### src/rtl/tmr_pair_capture.sv
module tmr_pair_capture #(
  parameter int W    = 8,
  parameter int SELW = 2
) (
  input  logic             clk,
  input  logic             rst_n,
  input  logic [2**SELW-2:0] tick_div,
  input  logic             evt_pin,
  input  logic             cap_pin,
  input  logic [SELW-1:0]  sel0,
  input  logic [SELW-1:0]  sel1,
  input  logic             join16,
  input  logic             cap_en,
  input  logic             start0,
  input  logic             start1,
  input  logic             hold0,
  input  logic             hold1,
  input  logic [W-1:0]     limit_lo,
  input  logic [W-1:0]     limit_hi,
  output logic [W-1:0]     count_lo,
  output logic [W-1:0]     count_hi,
  output logic [2*W-1:0]   cap_val,
  output logic             irq0,
  output logic             irq1
);
  localparam int NSRC = 2**SELW;

  logic [2:0] evt_s, cap_s;
  logic evt_fall, cap_rise;
  logic run0, run1;
  logic [NSRC-1:0] src_vec;
  logic tick0, tick1;
  logic [2*W-1:0] wide;

  assign evt_fall = evt_s[2] & ~evt_s[1];
  assign cap_rise = cap_s[1] & ~cap_s[2];
  assign src_vec  = {evt_fall, tick_div};
  assign tick0    = src_vec[sel0] & run0 & ~hold0;
  assign tick1    = src_vec[sel1] & run1 & ~hold1;
  assign wide     = {count_hi, count_lo};

  always_ff @(posedge clk or negedge rst_n) begin
    if (!rst_n) begin
      evt_s <= '1;
      cap_s <= '0;
    end else begin
      evt_s <= {evt_s[1:0], evt_pin};
      cap_s <= {cap_s[1:0], cap_pin};
    end
  end

  always_ff @(posedge clk or negedge rst_n) begin
    if (!rst_n) begin
      run0 <= 1'b0;
      run1 <= 1'b0;
      count_lo <= '0;
      count_hi <= '0;
      irq0 <= 1'b0;
      irq1 <= 1'b0;
    end else begin
      irq0 <= 1'b0;
      irq1 <= 1'b0;
      if (start0) run0 <= 1'b1;
      if (start1 && !join16) run1 <= 1'b1;
      if (join16) begin
        if (start0) begin
          {count_hi, count_lo} <= '0;
        end else if (tick0) begin
          if (wide == {limit_hi, limit_lo}) begin
            {count_hi, count_lo} <= '0;
            irq1 <= 1'b1;
          end else begin
            {count_hi, count_lo} <= wide + 1'b1;
          end
        end
      end else begin
        if (start0) count_lo <= '0;
        else if (tick0) begin
          if (count_lo == limit_lo) begin
            count_lo <= '0;
            irq0 <= 1'b1;
          end else count_lo <= count_lo + 1'b1;
        end
        if (start1) count_hi <= '0;
        else if (tick1) begin
          if (count_hi == limit_hi) begin
            count_hi <= '0;
            irq1 <= 1'b1;
          end else count_hi <= count_hi + 1'b1;
        end
      end
    end
  end

  always_ff @(posedge clk or negedge rst_n) begin
    if (!rst_n) cap_val <= '0;
    else if (cap_en && cap_rise)
      cap_val <= join16 ? wide : {{W{1'b0}}, count_lo};
  end


  irq0_at_zero_chk: assert property (@(posedge clk) disable iff (!rst_n)
    irq0 |-> count_lo == '0);

  irq1_at_zero_chk: assert property (@(posedge clk) disable iff (!rst_n)
    irq1 |-> count_hi == '0);

  start_clears_chk: assert property (@(posedge clk) disable iff (!rst_n)
    start0 |=> count_lo == '0);

  hold_freezes_chk: assert property (@(posedge clk) disable iff (!rst_n)
    (hold0 && !start0 && !join16) |=> $stable(count_lo));

  joined_irq0_quiet_chk: assert property (@(posedge clk) disable iff (!rst_n)
    join16 |=> !irq0);

  cap_off_keeps_chk: assert property (@(posedge clk) disable iff (!rst_n)
    !cap_en |=> $stable(cap_val));
endmodule

### config.mk
export PLATFORM = sky130hd
export DESIGN_NAME = tmr_pair_capture
export DESIGN_NICKNAME = d
export VERILOG_FILES = /design/src/rtl/tmr_pair_capture.sv
export SDC_FILE = /design/constraint.sdc
export NUM_CORES = 1
export LEC_CHECK = 0
export BUFFER_PORTS_ARGS = -buffer_cell sky130_fd_sc_hd__buf_2
export CAP_MARGIN = 20
export CORE_MARGIN = 4
export CORE_UTILIZATION = 31
export DETAILED_ROUTE_END_ITERATION = 8
export RECOVER_POWER = 100
export SYNTH_ARGS = -nofsm -noshare
export SYNTH_HDL_FRONTEND = slang
export SYNTH_SLANG_ARGS = --single-unit
### constraint.sdc
create_clock -name clk -period 1.7 [get_ports clk]
set_input_delay 0.085 -clock clk [delete_from_list [all_inputs] [get_ports clk]]
set_output_delay 0.085 -clock clk [all_outputs]
set_load 0.03 [all_outputs]
[Word level (Yosys, flattened, before mapping)]
Cells that the tools add are included.
Word-level totals
  register bits after elaboration: 42
  latch bits: 0
  RAM bits: 0
  bits in read-only memories: 0
  output and inout port bits: 34
  word-level logic and storage cells: 64
  memories: 0
Cells by class
  $add $sub $neg: 3
  multiply operators: 0
  divide/modulo/power cells: 0
  magnitude comparators: 2
  eq/ne operators: 4
  shift-type cells: 0
  mux-type cells: 30
  bitwise operators: 10
  reductions and logical operators: 6
Operator list (count)
  $mux 8: 14
  $add 16x1->16 const B: 1
  $add 8x1->8 const B: 2
  $eq 16x16->1: 1
  $eq 8x8->1: 2
  $mux 16: 1
  $mux 1: 13
  $and 1x1->1: 6
  $lt 2x3->1 const B: 2
  $bmux 1 s2: 2
  $not 1->1: 4
  $ne 3x1->1 const B: 1
  $reduce_bool 3->1: 1
  $logic_and 1x1->1: 2
  $reduce_and 2->1: 1
  $reduce_bool 2->1: 1
  $logic_not 1->1: 1

[Longest topological paths before layout]
Gate-level depths: netlist (run 1).
  depth after elaboration: 9
  depth in mapped cells: 7
  mapped depth without buffers: 7

[Worst setup path after synthesis (run 1)]
No wires, ideal clock.
  path type: register to register
  start point: register count_lo[3]
  end point: register count_hi[7]
  setup time: 141 ps
  data arrival time: 1783 ps
  required time: 1559 ps
  slack: -224 ps
  stages on the path, launching flop included: 8
  buffers on the path: 1
  period minus slack after synthesis: 1924 ps
  cells stage by stage: dfrtp_1 buf_2 xnor2_1 nand4_1 o41ai_4 o32ai_2 a31oi_1 a21oi_1
On the way
  word-level cells in the longest chain between the ends: 5
Ends and longest elaborated chain
  start: declaration: line 20  | output logic [W-1:0] count_lo,
  start signal: assignment: line 73  | {count_hi, count_lo} <= wide + 1'b1;
  start signal: assignment: line 82  | end else count_lo <= count_lo + 1'b1;
  $add 16x1->16 / $eq 16x16->1 (equally long branches): line 73, 69
  $mux 8 (*): line 69  | if (wide == {limit_hi, limit_lo}) begin
  $mux 8 (*): line 68  | end else if (tick0) begin
  $mux 8 (*): line 66  | if (start0) begin
  $mux 8 (*): line 65  | if (join16) begin
  end signal: assignment: line 73
  end signal: assignment: line 89  | end else count_hi <= count_hi + 1'b1;
  end: declaration: line 21  | output logic [W-1:0] count_hi,
Mark *: on every way between the ends. The rest lies on a longest branch, timed or not. The select of a mux whose other input is x is not followed.
A chain may end at the register's enable or synchronous reset.

[Worst setup path after layout (run 1)]
  start point: register evt_s[2]
  end point: register count_hi[3]
On the way
  word-level cells in the longest chain between the ends: 7
Ends and longest elaborated chain
  start: declaration: line 28  | logic [2:0] evt_s, cap_s;
  start signal: assignment: line 47  | evt_s <= {evt_s[1:0], evt_pin};
  $and 1x1->1 (*): line 35  | assign evt_fall = evt_s[2] & ~evt_s[1];
  $bmux 1 s2 (on tied branches): line 38, 39
  $mux 1 (on tied branches): line 38, 39
  $and 1x1->1 (on tied branches) (2 in a row): line 38, 39
  $ne 3x1->1 (no line) / $reduce_bool 3->1 (equally long branches)
  $reduce_and 2->1 (no line) (*)
Marked as above.

==> flow_metrics.env, run 1 <==
export IMPL_fin_setup_tns_ns=-1.29
export IMPL_vias=2116
export IMPL_syn_cell_area_um2=2300
export IMPL_dp_hpwl_um=4840
export IMPL_drt_pass1_iterations=4
export IMPL_grt_pass1_vias=2132
export IMPL_max_vdd_ir_drop_v=0.000328
export IMPL_cts_sinks=42
export IMPL_required_ns=1.88
export IMPL_total_power_w=0.00284
export IMPL_post_place_ws_ns=-0.154
export IMPL_grt_overflow=0
export IMPL_dieArea_um2=8870
export IMPL_crit_buf_inv=1
export IMPL_fin_crit_sh_pct=110
export IMPL_track_usage_pct=14.8
export IMPL_p_int_w=0.00181
export IMPL_die_w_um=94.2
export IMPL_synth_ff_type="dfrtp_1"
export IMPL_setup_worst_path_end_class="flip-flop"
export IMPL_ioPinCount=67
export IMPL_slowest_stage="dfstp_2"
export IMPL_wirelength_um=6440
export IMPL_timing_hold_ws_ns=0.0178
export IMPL_cts_tree="yes"
export IMPL_cts_buffers_inserted=5
export IMPL_powerDensity_nw_per_um2=844
export IMPL_die_y_um=94.2
export IMPL_drive_gt1_share_pct=50.6
export IMPL_worstReg2RegStart="evt_s[2]$_DFF_PN1_"
export IMPL_synth_mux_area_share_pct=6.79
export IMPL_post_dp_cell_area_um2=3100
export IMPL_synth_xor_area_share_pct=7.55
export IMPL_yosysWarningCount=0
export IMPL_worstHoldStart="start1"
export IMPL_drt_iter0_markers=143
export IMPL_fin_area_um2=3370
export IMPL_ys_types=55
export IMPL_synth_top_area_cell="dfrtp_1"
export IMPL_via_per_inst=4.96
export IMPL_synth_top_family_by_area="simple AND/OR/NAND/NOR gates"
export IMPL_critPathKind="flip-flop to flip-flop"
export IMPL_ys_seq_area_share_pct=45.8
export IMPL_fin_nets=362
export IMPL_maxCapViolations=0
export IMPL_critical_path_peak_fanout=4
export IMPL_reg2reg_to="count_hi[3]$_DFFE_PN0P_"
export IMPL_htree_levels=2
export IMPL_synth_edff_count=0
export IMPL_clkPwrFrac_pct=22.8
export IMPL_p_switching_w=0.00104
export IMPL_numPortBuffers=66
export IMPL_switching_share_pct=36.5
export IMPL_cp_num_cells=7
export IMPL_p_leak_nw=1.42
export IMPL_run_status="finished, violations left"
export IMPL_final_antenna_net_count=0
export IMPL_critPathMaxStageDelay_ns=0.52
export IMPL_insertion_delay_ns=0.30
export IMPL_start_kind="flip-flop"
export IMPL_violations="setup timing"
export IMPL_final_setup_skew_ns=0.00628
export IMPL_clockRootBuffer="clkbuf_8"
export IMPL_clk_pin_slew_ns=0.08
export IMPL_worstPathCellList="nor2b_4 > mux4_2 > nand3b_1 > buf_4 > a22o_2 > a221oi_2 > a21oi_1"
export IMPL_synth_area_per_cell_um2=10.7
export IMPL_yosys_top_cells_area="dfrtp_1, xnor2_1, mux2_2"
export IMPL_synthSimpleGateAreaFrac_pct=19.0
export IMPL_setup_slack_ns=-0.165
export IMPL_worstHoldPathCells=2
export IMPL_core_um2=7250
export IMPL_place_congestion=0.886
export IMPL_antenna_found_initial=0
export IMPL_drc=0
export IMPL_grt_pass1_wl_um=10200
export IMPL_finalHoldViolCount=0
export IMPL_slew_limit_headroom_pct=28.4
export IMPL_hp_class="input port to flip-flop"
export IMPL_grt_max_degree=43
export IMPL_grt_setup_unrepaired="yes"
export IMPL_cts_path_max_buffers=2
export IMPL_arrival_ns=2.04
export IMPL_n_antenna_cell=0
export IMPL_power_frac_seq_pct=42.3
export IMPL_synth_top_area_share_pct=42.4
export IMPL_initial_core_util_pct=31.7
export IMPL_cp_top_family="compound AO/OA/AOI/OAI gates"
export IMPL_mostFrequentLayoutCell="buf_4"
export IMPL_synth_adder_area_share_pct=1.09
export IMPL_synthArstFlopShare_pct=100
export IMPL_hold_path_end="run1$_DFFE_PN0P_"
export IMPL_ys_ff_latch=42
export IMPL_num_rows=31
export IMPL_area_growth_pct=46.3
export IMPL_reg2regPathDepth=7
export IMPL_fin_crit_ns=1.86
export IMPL_synth_compound_area_share_pct=17.2
export IMPL_syn_inst=215
export IMPL_comb_power_share_pct=34.9
export IMPL_wl_per_cell_um=15.1
export IMPL_tightest_slew_ns=1.07
export IMPL_final_max_slew_viol_count=0
export IMPL_most_common_layout_cells="buf_4, buf_2, clkbuf_1"
export IMPL_ff2ff_setup_slack_ns=-0.16
export IMPL_fmax_mhz=536
export IMPL_setup_viol_count_final=15
export IMPL_syn_nets=250
## worst register-to-register path: stages (launching register included)
cell and delay, ns:
dfstp_2 0.52, nor2b_4 0.12, mux4_2 0.22, nand3b_1 0.14, buf_4 0.18, a22o_2 0.25
a221oi_2 0.21, a21oi_1 0.10
## how the worst max path moves through the flow
stage | from | endpoint | slack [ns]
final | evt_s[2]$_DFF_PN1_ | count_hi[3]$_DFFE_PN0P_ | -0.16
after global routing | evt_s[2]$_DFF_PN1_ | count_hi[3]$_DFFE_PN0P_ | -0.24
after CTS | count_lo[5]$_DFFE_PN0P_ | count_hi[4]$_DFFE_PN0P_ | -0.13
after detailed placement | count_hi[1]$_DFFE_PN0P_ | count_hi[7]$_DFFE_PN0P_ | -0.15
after global placement | count_hi[1]$_DFFE_PN0P_ | count_hi[4]$_DFFE_PN0P_ | -0.10
after floorplan | count_lo[0]$_DFFE_PN0P_ | count_hi[4]$_DFFE_PN0P_ | -0.06
## through the flow
| step | util [%] | std cells |
|---|---|---|
| 2_1_floorplan | - | 215 |
| 3_3_place_gp | 42.7 | 410 |
| 3_5_place_dp | 42.7 | 410 |
| 4_1_cts | 45.3 | 422 |
| 5_1_grt | 46.4 | 427 |
| 6_report | 46.4 | 427 |
## repair_timing
action	CTS	global route
setup endpoints to repair	16	18
gates resized for setup	13	17
pin swaps	9	14
hold endpoints to repair	41	0
buffers inserted	2	4
hold buffers	3	0
cloned	0	1
## metal layers
metal,up-vias,GRT usage [%],part of all wire [%],routed length [µm]
met2,68,23.5,46,2940
li1,1016,-,-,-
met5,-,0,0,0
met4,0,5.29,1.7,110
met1,1024,19.6,45,2880
met3,8,3.37,8.0,513
## flip-flops by register name (all words and copies together), names as in the netlist
name / flops
evt_s: 3
cap_s: 3
run0: 1
irq0: 1
count_hi: 8
count_lo: 8
irq1: 1
cap_val: 16
run1: 1
## cell families (layout without fill, tap and decap cells)
logic type      count (synthesis)  count (layout)
fa+ha+maj                       2               2
compound gates                 53              54
simple gates                   79              79
xor+xnor                       16              16
mux                            12              12
buf+inv                        11             123
flops                          42              42
## Yosys cell counts (3+ instances only)
cell type / n
nor2_2: 3
mux2_2: 9
nand4_1: 3
nor2b_1: 3
inv_1: 4
xnor2_1: 13
nor3_2: 3
nor4_1: 3
dfrtp_1: 39
nand3_1: 6
dfstp_2: 3
a21oi_1: 9
nand2_1: 26
o21ai_0: 14
a31oi_1: 3
nor2_1: 9
and3_1: 3
nor3_1: 6
a22o_1: 5
## layout make-up
type / instances / area [µm²]
multi-input combinational: 163 / 1420
tap: 99 / 124
clock inverter: 2 / 10.0
fill: 742 / 3880
sequential: 42 / 1070
timing repair buffer: 111 / 651
inverter: 4 / 15.0
clock buffer: 6 / 72.6
## power by group through the flow
stage	Sequential (W)	Combinational, W	Clock, W
floorplan	0.00140	0.000423	0
global placement	0.00122	0.000937	0
detailed placement	0.00122	0.000947	0
CTS	0.00120	0.000980	0.000670
global route	0.00122	0.00107	0.000700
finish	0.00120	0.000991	0.000648
No activity file was read; power rests on OpenSTA's default activity.
==> run 2: changes to the inputs <==
- CELL_PAD_IN_SITES_DETAIL_PLACEMENT: default -> 1
- CELL_PAD_IN_SITES_GLOBAL_PLACEMENT: default -> 1
- PLACE_DENSITY_LB_ADDON: default -> 0.1
==> run 2 against run 1 <==
Effect of this change: the run still ends with setup timing left; cell area is 3.1% higher; first-iteration DRC count down 45%; clock skew grew 0.0030 ns; register-to-register slack got worse by 0.03 ns; critical path type unchanged.
==> flow_metrics.env, run 2 (same netlist as run 1, synthesis figures left out) <==
export IMPL_arrival_ns=2.07
export IMPL_required_ns=1.88
export IMPL_powerDensity_nw_per_um2=847
export IMPL_fmax_mhz=529
export IMPL_numPortBuffers=66
export IMPL_fin_nets=373
export IMPL_critPathKind="flip-flop to flip-flop"
export IMPL_drt_iter0_markers=78
export IMPL_p_leak_nw=1.46
export IMPL_drc=0
export IMPL_final_setup_skew_ns=0.00928
export IMPL_cts_buffers_inserted=5
export IMPL_regMostFlops="cap_val"
export IMPL_vias=2155
export IMPL_p_switching_w=0.00108
export IMPL_fin_setup_tns_ns=-2.03
export IMPL_dp_hpwl_um=5470
export IMPL_cts_tree="yes"
export IMPL_switching_share_pct=36.7
export IMPL_wirelength_um=7250
export IMPL_largest_reg_flops=16
export IMPL_drive_gt1_share_pct=51.3
export IMPL_drt_pass1_iterations=4
export IMPL_ff2ff_setup_slack_ns=-0.19
export IMPL_final_antenna_net_count=0
export IMPL_wl_per_cell_um=16.6
export IMPL_core_um2=7250
export IMPL_worstPathCellList="nor2b_4 > mux4_2 > nand3b_1 > buf_6 > a22o_4 > a221oi_4 > a21oi_1"
export IMPL_grt_pass1_vias=2277
export IMPL_tightest_slew_ns=1.04
export IMPL_insertion_delay_ns=0.30
export IMPL_timing_hold_ws_ns=0.0189
export IMPL_utilization_pct=47.9
export IMPL_die_y_um=94.2
export IMPL_reg2reg_to="count_hi[3]$_DFFE_PN0P_"
export IMPL_place_congestion=0.818
export IMPL_reg2regPathDepth=7
export IMPL_p_int_w=0.00186
export IMPL_worstReg2RegStart="evt_s[2]$_DFF_PN1_"
export IMPL_grt_setup_unrepaired="yes"
export IMPL_slowest_stage="dfstp_2"
export IMPL_power_frac_seq_pct=40.8
export IMPL_worstHoldPathCells=2
export IMPL_cts_path_max_buffers=2
export IMPL_fin_crit_ns=1.89
export IMPL_finalHoldViolCount=0
export IMPL_start_kind="flip-flop"
export IMPL_grt_pass1_wl_um=11700
export IMPL_setup_slack_ns=-0.191
export IMPL_violations="setup timing"
export IMPL_area_growth_pct=50.8
export IMPL_critPathMaxStageDelay_ns=0.52
export IMPL_grt_overflow=0
export IMPL_mostFrequentLayoutCell="buf_4"
export IMPL_worstHoldStart="start1"
export IMPL_hp_class="input port to flip-flop"
export IMPL_setup_viol_count_final=17
export IMPL_setup_worst_path_end_class="flip-flop"
export IMPL_num_rows=31
export IMPL_antenna_found_initial=0
export IMPL_reg_largest_list="cap_val: 16 flops, count_hi: 8 flops, count_lo: 8 flops"
export IMPL_hold_path_end="run1$_DFFE_PN0P_"
export IMPL_most_common_layout_cells="buf_4, clkbuf_1, buf_2"
export IMPL_via_per_inst=4.92
export IMPL_initial_core_util_pct=31.7
export IMPL_max_vdd_ir_drop_v=0.000469
export IMPL_clockRootBuffer="clkbuf_8"
export IMPL_n_antenna_cell=0
export IMPL_track_usage_pct=16.9
export IMPL_cts_sinks=42
export IMPL_fin_crit_sh_pct=111
export IMPL_clk_pin_slew_ns=0.09
export IMPL_dieArea_um2=8870
export IMPL_comb_power_share_pct=36.5
export IMPL_ioPinCount=67
export IMPL_htree_levels=2
export IMPL_die_w_um=94.2
export IMPL_post_place_ws_ns=-0.176
export IMPL_maxCapViolations=0
export IMPL_clkPwrFrac_pct=22.8
export IMPL_slew_limit_headroom_pct=30.9
export IMPL_critical_path_peak_fanout=4
export IMPL_grt_max_degree=25
export IMPL_run_status="finished, violations left"
export IMPL_final_max_slew_viol_count=0
## run 2: cell types whose count changed in the layout (fill, tap and decap cells not counted), sizes merged
cell      change
clkbuf        +1
clkinvlp      +1
buf           +9
## run 2: through the flow
stage	cells	area (µm²)	total power [W]
2_1_floorplan	215	2400	0.00182
3_3_place_gp	414	3130	0.00218
4_1_cts	431	3330	0.00293
3_5_place_dp	414	3130	0.00219
5_1_grt	438	3470	0.00312
6_report	438	3470	0.00294
## run 2: cell type report
cell class | instances | area (µm²)
Fill cell | 851 | 3780
Multi-Input combinational cell | 163 | 1440
Sequential cell | 42 | 1070
Timing Repair Buffer | 122 | 732
Tap cell | 99 | 124
Clock buffer | 5 | 68.8
Clock inverter | 3 | 21.3
Inverter | 4 | 15.0
## run 2: per-layer routing
layer	global-route usage (%)	wire length, µm	up-vias
met1	22.4	3280	1071
met5	0	0	-
met3	3.61	306	4
met4	3.61	44	0
met2	28.4	3620	41
li1	-	-	1039
## run 2: worst max path at each step
stage,start,to,depth (start not counted)
after detailed placement,count_lo[1]$_DFFE_PN0P_,count_hi[4]$_DFFE_PN0P_,6
after global placement,count_lo[5]$_DFFE_PN0P_,count_hi[4]$_DFFE_PN0P_,6
after CTS,evt_s[1]$_DFF_PN1_,count_hi[4]$_DFFE_PN0P_,7
after global routing,evt_s[2]$_DFF_PN1_,count_hi[3]$_DFFE_PN0P_,7
final,evt_s[2]$_DFF_PN1_,count_hi[3]$_DFFE_PN0P_,7
after floorplan,count_lo[0]$_DFFE_PN0P_,count_hi[4]$_DFFE_PN0P_,6
## run 2: power by group through the flow
stage / clock network, W / logic (W) / registers, W
2_1_floorplan: 0 / 0.000423 / 0.00140
3_3_place_gp: 0 / 0.000963 / 0.00122
3_5_place_dp: 0 / 0.000968 / 0.00123
4_1_cts: 0.000696 / 0.00104 / 0.00120
5_1_grt: 0.000738 / 0.00117 / 0.00121
6_report: 0.000669 / 0.00107 / 0.00120
## run 2: timing repair
action                                  in CTS  in global routing
hold endpoints to repair                    41                  0
gates cloned                                 1                  0
hold buffers                                 3                  0
gates resized for setup                      8                 24
endpoints found under the setup margin      18                 18
pin swaps                                    9                 16
buffers inserted                             6                  7
## run 2: critical path, delay by kind of cell (launching register included)
kind	cells	cell delay, ns
flops	1	0.52
simple gates	2	0.31
mux	1	0.22
buf+inv	1	0.19
compound gates	3	0.53
==> run 3: changes to the inputs <==
- PLACE_DENSITY: default -> 0.75
- PLACE_DENSITY_LB_ADDON: 0.1 -> default
- SETUP_SLACK_MARGIN: default -> 0.15
- clock period: 1.7 -> 1.96 ns (I/O delays scaled with it)
==> run 3 against run 2 <==
Effect of this change: the run now ends clean; combinational power fell by 21%; maximum frequency about the same; via count down 1.6%; routed wire length fell by 1.2%; critical path type unchanged; critical endpoint is now count_hi[7]$_DFFE_PN0P_; largest cell class unchanged; largest power group unchanged.
==> flow_metrics.env, run 3 (same netlist as run 1, synthesis figures left out) <==
export IMPL_initial_core_util_pct=31.7
export IMPL_comb_power_share_pct=30.8
export IMPL_p_switching_w=0.000940
export IMPL_arrival_ns=2.08
export IMPL_drive_gt1_share_pct=44.8
export IMPL_dieArea_um2=8870
export IMPL_place_congestion=0.857
export IMPL_fmax_mhz=529
export IMPL_final_max_slew_viol_count=0
export IMPL_area_growth_pct=41.7
export IMPL_multiInputGateArea_um2=1360
export IMPL_mostFrequentLayoutCell="buf_2"
export IMPL_clk_pin_slew_ns=0.09
export IMPL_grt_overflow=0
export IMPL_cts_sinks=42
export IMPL_reg_largest_list="cap_val: 16 flops, count_hi: 8 flops, count_lo: 8 flops"
export IMPL_critical_path_peak_fanout=6
export IMPL_placed_cells=392
export IMPL_numPortBuffers=66
export IMPL_antenna_found_initial=0
export IMPL_n_antenna_cell=0
export IMPL_drt_pass1_iterations=4
export IMPL_die_w_um=94.2
export IMPL_fin_crit_ns=1.89
export IMPL_busiest_layer="met2"
export IMPL_fill_cells=855
export IMPL_maxCapViolations=0
export IMPL_p_leak_nw=1.35
export IMPL_max_vdd_ir_drop_v=0.000406
export IMPL_grt_max_degree=37
export IMPL_drt_iter0_markers=174
export IMPL_grt_pass1_vias=2194
export IMPL_slew_limit_headroom_pct=39.2
export IMPL_via_per_inst=5.10
export IMPL_p_int_w=0.00180
export IMPL_fin_nets=351
export IMPL_insertion_delay_ns=0.31
export IMPL_use_met1_pct=21.8
export IMPL_run_status="complete, no violations"
export IMPL_clkPwrFrac_pct=31.1
export IMPL_critPathKind="flip-flop to flip-flop"
export IMPL_setup_viol_count_final=0
export IMPL_switching_share_pct=34.3
export IMPL_hp_class="input port to flip-flop"
export IMPL_clockRootBuffer="clkbuf_8"
export IMPL_grt_pass1_wl_um=11200
export IMPL_core_um2=7250
export IMPL_largest_reg_flops=16
export IMPL_track_usage_pct=16.3
export IMPL_final_antenna_net_count=0
export IMPL_required_ns=2.15
export IMPL_wl_per_cell_um=17.2
export IMPL_timing_hold_ws_ns=0.0207
export IMPL_setup_worst_path_end_class="flip-flop"
export IMPL_dp_hpwl_um=5010
export IMPL_final_setup_skew_ns=0.00947
export IMPL_ioPinCount=67
export IMPL_wirelength_um=7160
export IMPL_powerDensity_nw_per_um2=841
export IMPL_tightest_slew_ns=0.912
export IMPL_finalHoldViolCount=0
export IMPL_cts_path_max_buffers=2
export IMPL_htree_levels=2
export IMPL_die_y_um=94.2
export IMPL_grtUsageMet2_pct=26.7
export IMPL_grt_setup_unrepaired="yes"
export IMPL_most_common_layout_cells="buf_2, clkbuf_1, dfrtp_1"
export IMPL_num_rows=31
export IMPL_use_met3_pct=3.21
export IMPL_start_kind="flip-flop"
export IMPL_regArea_um2=1070
export IMPL_post_place_ws_ns=0.0368
export IMPL_setup_slack_ns=0.0684
export IMPL_power_frac_seq_pct=38.1
export IMPL_fin_crit_sh_pct=96.5
export IMPL_drc=0
export IMPL_cts_tree="yes"
export IMPL_regMostFlops="cap_val"
export IMPL_cts_buffers_inserted=5
export IMPL_vias=2121
export IMPL_final_cells=416
run 3: power groups by stage:
stage	clock (W)	combinational, W	sequential [W]
floorplan	0	0.000341	0.00121
global placement	0	0.000703	0.00108
detailed placement	0	0.000708	0.00108
CTS	0.000864	0.000819	0.00105
global route	0.000891	0.000906	0.00106
finish	0.000853	0.000846	0.00105
run 3: critical path: stages, from the launching register on:
cell and delay (ns):
dfrtp_1 0.47, xnor2_1 0.17, nand4_1 0.27, o41ai_4 0.39, o32ai_2 0.17, a31oi_2 0.23
a21oi_1 0.07
run 3: repair_timing:
action | 4_1_cts | 5_1_grt
pin swaps | 9 | 8
gates cloned | 1 | 0
setup buffers | 9 | 3
resized for setup | 16 | 21
endpoints found under the setup margin | 13 | 15
hold endpoints to repair | 34 | 0
hold buffers | 3 | 0
run 3: final cells by class:
cell class / count / area share, %
flip-flops and latches: 42 / 32.8
multi-input cells: 163 / 41.8
repair buffers: 100 / 17.0
well taps: 99 / 3.80
inverters: 4 / 0.460
clock inverters: 3 / 2.11
clock buffers: 5 / 2.11
run 3: stage by stage:
| stage | cell area, µm² | setup TNS, ns | power, W | utilization, % |
|---|---|---|---|---|
| after global routing | 3260 | -0.0780 | 0.00285 | 45.0 |
| after detailed placement | 2880 | 0 | 0.00179 | 39.7 |
| final | 3260 | 0 | 0.00274 | 45.0 |
| after global placement | 2880 | 0 | 0.00178 | 39.7 |
| after CTS | 3210 | 0 | 0.00273 | 44.3 |
| after floorplan | 2330 | 0 | 0.00155 | - |
run 3: per-layer routing:
layer  share of wire (%)  routed length (µm)
met2                  47                3350
met1                  46                3330
met4                 1.5                 111
met3                 5.2                 375
met5                   0                   0
run 3: path summary, 6_finish.rpt:
path,start,end,slack (ns),cells after the start
hold reg to reg,cap_s[0]$_DFF_PN0_,cap_s[1]$_DFF_PN0_,0.36,0
setup / recovery,count_lo[1]$_DFFE_PN0P_,count_hi[7]$_DFFE_PN0P_,0.07,6
max in group asynchronous,rst_n,cap_val[10]$_DFFE_PN0P_,0.74,3
min in group asynchronous,rst_n,count_lo[3]$_DFFE_PN0P_,0.44,2
hold / removal,start1,run1$_DFFE_PN0P_,0.02,2
setup reg to reg,count_lo[1]$_DFFE_PN0P_,count_hi[7]$_DFFE_PN0P_,0.07,6
